<file path="src/rtl/padmux_pkg.sv">
`timescale 1ns/1ps
package padmux_pkg;

    localparam int NUM_FN  = 8;
    localparam int FN_W    = $clog2(NUM_FN);
    localparam int CFG_W   = 32;

    // configuration word layout (bit positions fixed by the software view)
    typedef struct packed {
        logic [15:0] rsvd_hi;     // 31:16
        logic        pull_own;    // 15
        logic        pu_en;       // 14
        logic        pd_en;       // 13
        logic [2:0]  drv;         // 12:10
        logic        slp_sel;     // 9
        logic        slp_data;    // 8
        logic        slp_oe_n;    // 7
        logic        edge_clr;    // 6
        logic        fall_en;     // 5
        logic        rise_en;     // 4
        logic        rsvd3;       // 3
        logic [2:0]  fn_sel;      // 2:0
    } pad_cfg_t;

    localparam logic [2:0]       DRV_FAST_3MA = 3'd2;
    localparam logic [CFG_W-1:0] CFG_MASK     = 32'h0000_FFF7;
    localparam logic [CFG_W-1:0] CFG_RESET    = {16'h0, 3'b000, DRV_FAST_3MA, 10'h000};

    typedef struct packed {
        logic dout;
        logic oe;
    } pad_drive_t;

    typedef enum logic { PATH_RUN = 1'b0, PATH_SLEEP = 1'b1 } path_e;

    function automatic pad_cfg_t cfg_sanitize(input logic [CFG_W-1:0] w);
        return pad_cfg_t'(w & CFG_MASK);
    endfunction

endpackage

</file>
<file path="src/rtl/padmux_cfg_reg.sv">
`timescale 1ns/1ps
module padmux_cfg_reg
    import padmux_pkg::*;
(
    input  logic             clk,
    input  logic             rst,
    input  logic             cfg_we,
    input  logic [CFG_W-1:0] cfg_wdata,
    output pad_cfg_t         cfg,
    output logic [CFG_W-1:0] cfg_rdata
);

    always_ff @(posedge clk) begin
        if (rst)
            cfg <= pad_cfg_t'(CFG_RESET);
        else if (cfg_we)
            cfg <= cfg_sanitize(cfg_wdata);
    end

    assign cfg_rdata = cfg;

    // reset value visible right after reset release
    a_r1_reset_value: assert property (@(posedge clk) disable iff (rst)
        $fell(rst) |-> cfg_rdata == CFG_RESET);

    // a write is read back with reserved bits forced to zero
    a_r2_write_readback: assert property (@(posedge clk) disable iff (rst)
        cfg_we |=> cfg_rdata == ($past(cfg_wdata) & CFG_MASK));

endmodule

</file>
<file path="src/rtl/padmux_route.sv">
`timescale 1ns/1ps
module padmux_route
    import padmux_pkg::*;
(
    input  logic              clk,
    input  logic              rst,
    input  pad_cfg_t          cfg,
    input  logic              sleep_req,
    input  logic [NUM_FN-1:0] fn_out,
    input  logic [NUM_FN-1:0] fn_oe,
    input  logic [NUM_FN-1:0] fn_pu,
    input  logic [NUM_FN-1:0] fn_pd,
    output logic [NUM_FN-1:0] fn_in,
    input  logic              pad_in,
    output logic              pad_out,
    output logic              pad_oe,
    output logic              pad_pu,
    output logic              pad_pd,
    output logic [2:0]        pad_drv
);

    path_e      path_q;
    pad_drive_t run_drv;
    pad_drive_t slp_drv;
    pad_drive_t sel_drv;
    logic [FN_W-1:0] sel;

    assign sel = cfg.fn_sel[FN_W-1:0];

    // path select is registered so the enable only moves on a clock edge
    always_ff @(posedge clk) begin
        if (rst)
            path_q <= PATH_RUN;
        else
            path_q <= (sleep_req && cfg.slp_sel) ? PATH_SLEEP : PATH_RUN;
    end

    always_comb begin
        run_drv.dout = fn_out[sel];
        run_drv.oe   = fn_oe[sel];
        slp_drv.dout = cfg.slp_data;
        slp_drv.oe   = ~cfg.slp_oe_n;
        sel_drv      = (path_q == PATH_SLEEP) ? slp_drv : run_drv;
    end

    assign pad_out = sel_drv.dout;
    assign pad_oe  = sel_drv.oe;
    assign pad_pu  = cfg.pull_own ? cfg.pu_en : fn_pu[sel];
    assign pad_pd  = cfg.pull_own ? cfg.pd_en : fn_pd[sel];
    assign pad_drv = cfg.drv;

    for (genvar g = 0; g < NUM_FN; g++) begin : g_in_route
        assign fn_in[g] = (sel == FN_W'(g)) ? pad_in : 1'b0;
    end

    // at most one peripheral ever sees the pad input
    a_r4_in_onehot: assert property (@(posedge clk) disable iff (rst)
        $onehot0(fn_in));

    // sleep override drives the fixed bits one edge after entry
    a_r5_sleep_override: assert property (@(posedge clk) disable iff (rst)
        (sleep_req && cfg.slp_sel) |=>
            (!$stable(cfg) || (pad_out == cfg.slp_data && pad_oe == !cfg.slp_oe_n)));

endmodule

</file>
<file path="src/rtl/padmux_edge.sv">
`timescale 1ns/1ps
module padmux_edge #(
    parameter int SYNC_STAGES = 2
) (
    input  logic clk,
    input  logic rst,
    input  logic pad_in,
    input  logic rise_en,
    input  logic fall_en,
    input  logic edge_clr,
    output logic edge_flag
);

    localparam int SH_W = SYNC_STAGES + 1;

    logic [SH_W-1:0] shift_q;
    logic            cur, prev, hit;

    always_ff @(posedge clk) begin
        if (rst)
            shift_q <= '0;
        else
            shift_q <= {shift_q[SH_W-2:0], pad_in};
    end

    assign cur  = shift_q[SYNC_STAGES-1];
    assign prev = shift_q[SYNC_STAGES];
    assign hit  = (rise_en && cur && !prev) || (fall_en && !cur && prev);

    always_ff @(posedge clk) begin
        if (rst)
            edge_flag <= 1'b0;
        else if (edge_clr)
            edge_flag <= 1'b0;
        else if (hit)
            edge_flag <= 1'b1;
    end

    // flag holds until cleared
    a_r9_flag_sticky: assert property (@(posedge clk) disable iff (rst)
        (edge_flag && !edge_clr) |=> edge_flag);

    // clear bit empties the flag on the next edge
    a_r9_flag_clear: assert property (@(posedge clk) disable iff (rst)
        edge_clr |=> !edge_flag);

    // flag only rises while some edge kind is enabled
    a_r8_needs_enable: assert property (@(posedge clk) disable iff (rst)
        $rose(edge_flag) |-> $past(rise_en || fall_en));

endmodule

</file>
<file path="src/rtl/padmux_cell.sv">
`timescale 1ns/1ps
module padmux_cell
    import padmux_pkg::*;
#(
    parameter int SYNC_STAGES = 2
) (
    input  logic              clk,
    input  logic              rst,
    input  logic              cfg_we,
    input  logic [CFG_W-1:0]  cfg_wdata,
    output logic [CFG_W-1:0]  cfg_rdata,
    input  logic              sleep_req,
    input  logic [NUM_FN-1:0] fn_out,
    input  logic [NUM_FN-1:0] fn_oe,
    input  logic [NUM_FN-1:0] fn_pu,
    input  logic [NUM_FN-1:0] fn_pd,
    output logic [NUM_FN-1:0] fn_in,
    input  logic              pad_in,
    output logic              pad_out,
    output logic              pad_oe,
    output logic              pad_pu,
    output logic              pad_pd,
    output logic [2:0]        pad_drv,
    input  logic              wake_en,
    output logic              edge_flag,
    output logic              wake_req
);

    pad_cfg_t cfg;

    padmux_cfg_reg u_cfg (
        .clk       (clk),
        .rst       (rst),
        .cfg_we    (cfg_we),
        .cfg_wdata (cfg_wdata),
        .cfg       (cfg),
        .cfg_rdata (cfg_rdata)
    );

    padmux_route u_route (
        .clk       (clk),
        .rst       (rst),
        .cfg       (cfg),
        .sleep_req (sleep_req),
        .fn_out    (fn_out),
        .fn_oe     (fn_oe),
        .fn_pu     (fn_pu),
        .fn_pd     (fn_pd),
        .fn_in     (fn_in),
        .pad_in    (pad_in),
        .pad_out   (pad_out),
        .pad_oe    (pad_oe),
        .pad_pu    (pad_pu),
        .pad_pd    (pad_pd),
        .pad_drv   (pad_drv)
    );

    padmux_edge #(.SYNC_STAGES(SYNC_STAGES)) u_edge (
        .clk       (clk),
        .rst       (rst),
        .pad_in    (pad_in),
        .rise_en   (cfg.rise_en),
        .fall_en   (cfg.fall_en),
        .edge_clr  (cfg.edge_clr),
        .edge_flag (edge_flag)
    );

    assign wake_req = edge_flag && wake_en;

    // no wakeup request without a latched edge
    a_r10_wake_needs_flag: assert property (@(posedge clk) disable iff (rst)
        wake_req |-> (edge_flag && wake_en));

endmodule

</file>
<file path="config.mk">
export PLATFORM = sky130hd
export DESIGN_NAME = padmux_cell
export DESIGN_NICKNAME = d
export VERILOG_FILES = /design/src/rtl/padmux_pkg.sv /design/src/rtl/padmux_cfg_reg.sv /design/src/rtl/padmux_route.sv /design/src/rtl/padmux_edge.sv /design/src/rtl/padmux_cell.sv
export SDC_FILE = /design/constraint.sdc
export NUM_CORES = 1
export LEC_CHECK = 0
export ABC_AREA = 0
export BUFFER_PORTS_ARGS = -buffer_cell sky130_fd_sc_hd__buf_2
export CAP_MARGIN = 20
export CORE_UTILIZATION = 39
export CTS_CLUSTER_SIZE = 28
export DETAILED_ROUTE_END_ITERATION = 7
export PLACE_DENSITY = 0.85
export SYNTH_ARGS = -nofsm -noshare
export SYNTH_HDL_FRONTEND = slang
export SYNTH_SLANG_ARGS = --single-unit
</file>
<file path="constraint.sdc">
create_clock -name clk -period 3.67 [get_ports clk]
set_input_delay 0.734 -clock clk [delete_from_list [all_inputs] [get_ports clk]]
set_output_delay 0.734 -clock clk [all_outputs]
set_load 0.02 [all_outputs]
</file>
==> qor.csv <==
stage,metric,value,unit
run_status,status,finished clean,
routing,routed_wl,2730,um
power,power.density,324,nW/um^2
cts,cts_resized,0,
floorplanning,coreArea,3030,um^2
routing,vias,1152,
yosys,synthMuxAreaShare,24.9,%
setup_path,cp_max_fo,20,
global_routing,grt_pass1_vias,1056,
yosys,synth-simple-area-share,15.0,%
final_layout,final_cell_mix,"buf_2 (84), mux2i_1 (22), nor2_1 (21)",
yosys,ys_seq_area_share,32.2,%
global_routing,antenna_found_initial,0,
final_layout,final_common_cell,buf_2,
yosys,synth_top_family_by_area,multiplexers,
final_layout,nNetsFinal,282,
place,finalWeightedCongestion,0.694,
cts,cts_root_buf,clkbuf_4,
power,power,0.000517,W
routing,drt_iter0_markers,17,
place,port-buffer-count,84,
timing,relSlewSlack,42.2,%
final_layout,antenna_cells,0,
cts,cts.sinks,20,
routing,ant_nets,0,
timing,min_period_over_period,76.5,%
yosys,synth_area,1240,um^2
floorplanning,die_y,58.5,um
timing,rsz0062_at_grt,no,
timing,slew_viol_final,0,
yosys,synth_xor_area_share,0,%
yosys,ys_seq_elements,20,
cts,cts_inserted_buffers,3,
final_layout,area_delta_synth_final,28.2,%
routing,drtPass1Iterations,4,
final_layout,n_fill_cell,322,
setup_path,required,2940,ps
place,placed_cells,251,
final_layout,drive_gt1_share,46.0,%
cts,clk_pin_slew,110,ps
yosys,synth_fa_ha_area_share,0,%
timing,fin_crit,2810,ps
setup_path,startpoint_type,register,
final_layout,multi_input_area,678,um^2
power,p_leak,0.849,nW
yosys,avgSynthCellArea,9.14,um^2
setup_path,arrival,2070,ps
global_routing,track_usage,16.3,%
cts,ctsHtreeMaxLevel,1,
routing,via_per_inst,4.52,
cts,postCtsSetupRepairBufs,0,
yosys,synth_enable_flop_cells,0,
cts,tritoncts,built,
floorplanning,die_area,3420,um^2
timing,hold_viol_final,0,
yosys,synthCells,136,
global_routing,grt_pass1_wl,4320,um
floorplanning,io_pins,119,
setup_path,setup.worst_path.end_class,primary output,
place,dp_hpwl,2200,um
yosys,synth_compound_area_share,9.46,%
global_routing,overflow,0,
timing,skew,4.76,ps
yosys,synthArstFlopShare,0,%
yosys,synth-main-ff-cell,dfxtp_1,
floorplanning,rows,20,
routing,wl_per_cell,10.7,um
timing,worst-slew-pin-transition,865,ps
floorplanning,die_w,58.5,um
yosys,synth_cell_types,25,
setup_path,path_class,reg2out,
routing,drc,0,
floorplanning,start_util,41.1,%
timing,max_freq,0.356,GHz
cts,clockBufferDepth,2,
final_layout,layout.cells.non_filler,255,
timing,setup_viol,0,
hold_path,hold_class,reg2reg,
power,peakVddDrop,0.000229,V
yosys,ys_warn_count,0,
final_layout,regArea,400,um^2
global_routing,grt_max_degree,21,
flow_run,drv_cap,0,
timing,tns,0,ps
cts,cts_hold_buf,0,
cts,clkLatencyLatePin,300,ps
flip-flops by register name, indices dropped and copies added, names as in the netlist:
name	cells
u_edge.edge_flag	1
u_cfg.cfg	15
u_route.path_q	1
u_edge.shift_q	3
critical path: stages, from the launching register on:
cell     delay (ps)
dfxtp_1         900
mux2i_1         180
a22o_1          270
o31ai_1         210
buf_2           210
power breakdown:
| group | internal [W] | total [W] | switching [W] |
|---|---|---|---|
| logic | 0.0000655 | 0.000149 | 0.0000838 |
| registers | 0.000229 | 0.000243 | 0.0000140 |
| clock network | 0.0000605 | 0.000125 | 0.0000647 |
| total | 0.000355 | 0.000517 | 0.000163 |
per-layer routing:
layer / global-route usage (%) / share of wire, % / up-vias
met1: 18.8 / 41 / 521
met4: 4.08 / 0.40 / 0
met5: 0 / 0 / -
li1: - / - / 578
met3: 4.40 / 7.4 / 2
met2: 29.7 / 51 / 51
cell type report:
| class | instances | share of cell area (%) |
|---|---|---|
| multi-input combinational | 102 | 42.5 |
| timing repair buffer | 84 | 26.4 |
| sequential | 20 | 25.1 |
| tap | 44 | 3.45 |
| clock buffer | 4 | 2.28 |
| inverter | 1 | 0.235 |
synth_stat cells, drive strengths merged (4+ instances only):
cell type	count	area share [%]
a22o	4	2.8
buf	27	17
dfxtp	20	32
mux2	8	7.2
mux2i	22	18
nand2	5	1.5
nand2b	4	2.0
nor2	21	6.3
nor2b	5	2.5
o22ai	4	2.0
o31ai	4	2.8
stage by stage:
stage | setup slack, ps | hold WS, ps | instance area (um^2) | util [%]
2_1_floorplan | 1360 | 414 | 1300 | -
3_3_place_gp | 1230 | 428 | 1560 | 51.4
3_5_place_dp | 1190 | 427 | 1560 | 51.4
4_1_cts | 837 | 456 | 1590 | 52.6
5_1_grt | 685 | 467 | 1590 | 52.6
6_report | 864 | 455 | 1590 | 52.6
path summary, 6_finish.rpt:
| check | startpoint | to | slack, ps | cells past startpoint |
|---|---|---|---|---|
| worst max-delay path | u_cfg.cfg[1]$_SDFFE_PP0P_ | pad_oe | 860 | 4 |
| worst min-delay path | u_edge.shift_q[0]$_SDFF_PP0_ | u_edge.shift_q[1]$_SDFF_PP0_ | 460 | 1 |
| worst max register to register | u_cfg.cfg[1]$_SDFFE_PP0P_ | u_cfg.cfg[1]$_SDFFE_PP0P_ | 2450 | 2 |
| worst min register to register | u_edge.shift_q[0]$_SDFF_PP0_ | u_edge.shift_q[1]$_SDFF_PP0_ | 460 | 1 |
cell families (layout without fill, tap and decap cells):
group,after synthesis,count (layout)
multiplexers,30,30
flip-flops,20,20
other,1,17
buffers and inverters,30,89
AO/OA/AOI/OAI,15,15
AND/OR/NAND/NOR,40,40
Power figures use the tool's default switching activity.
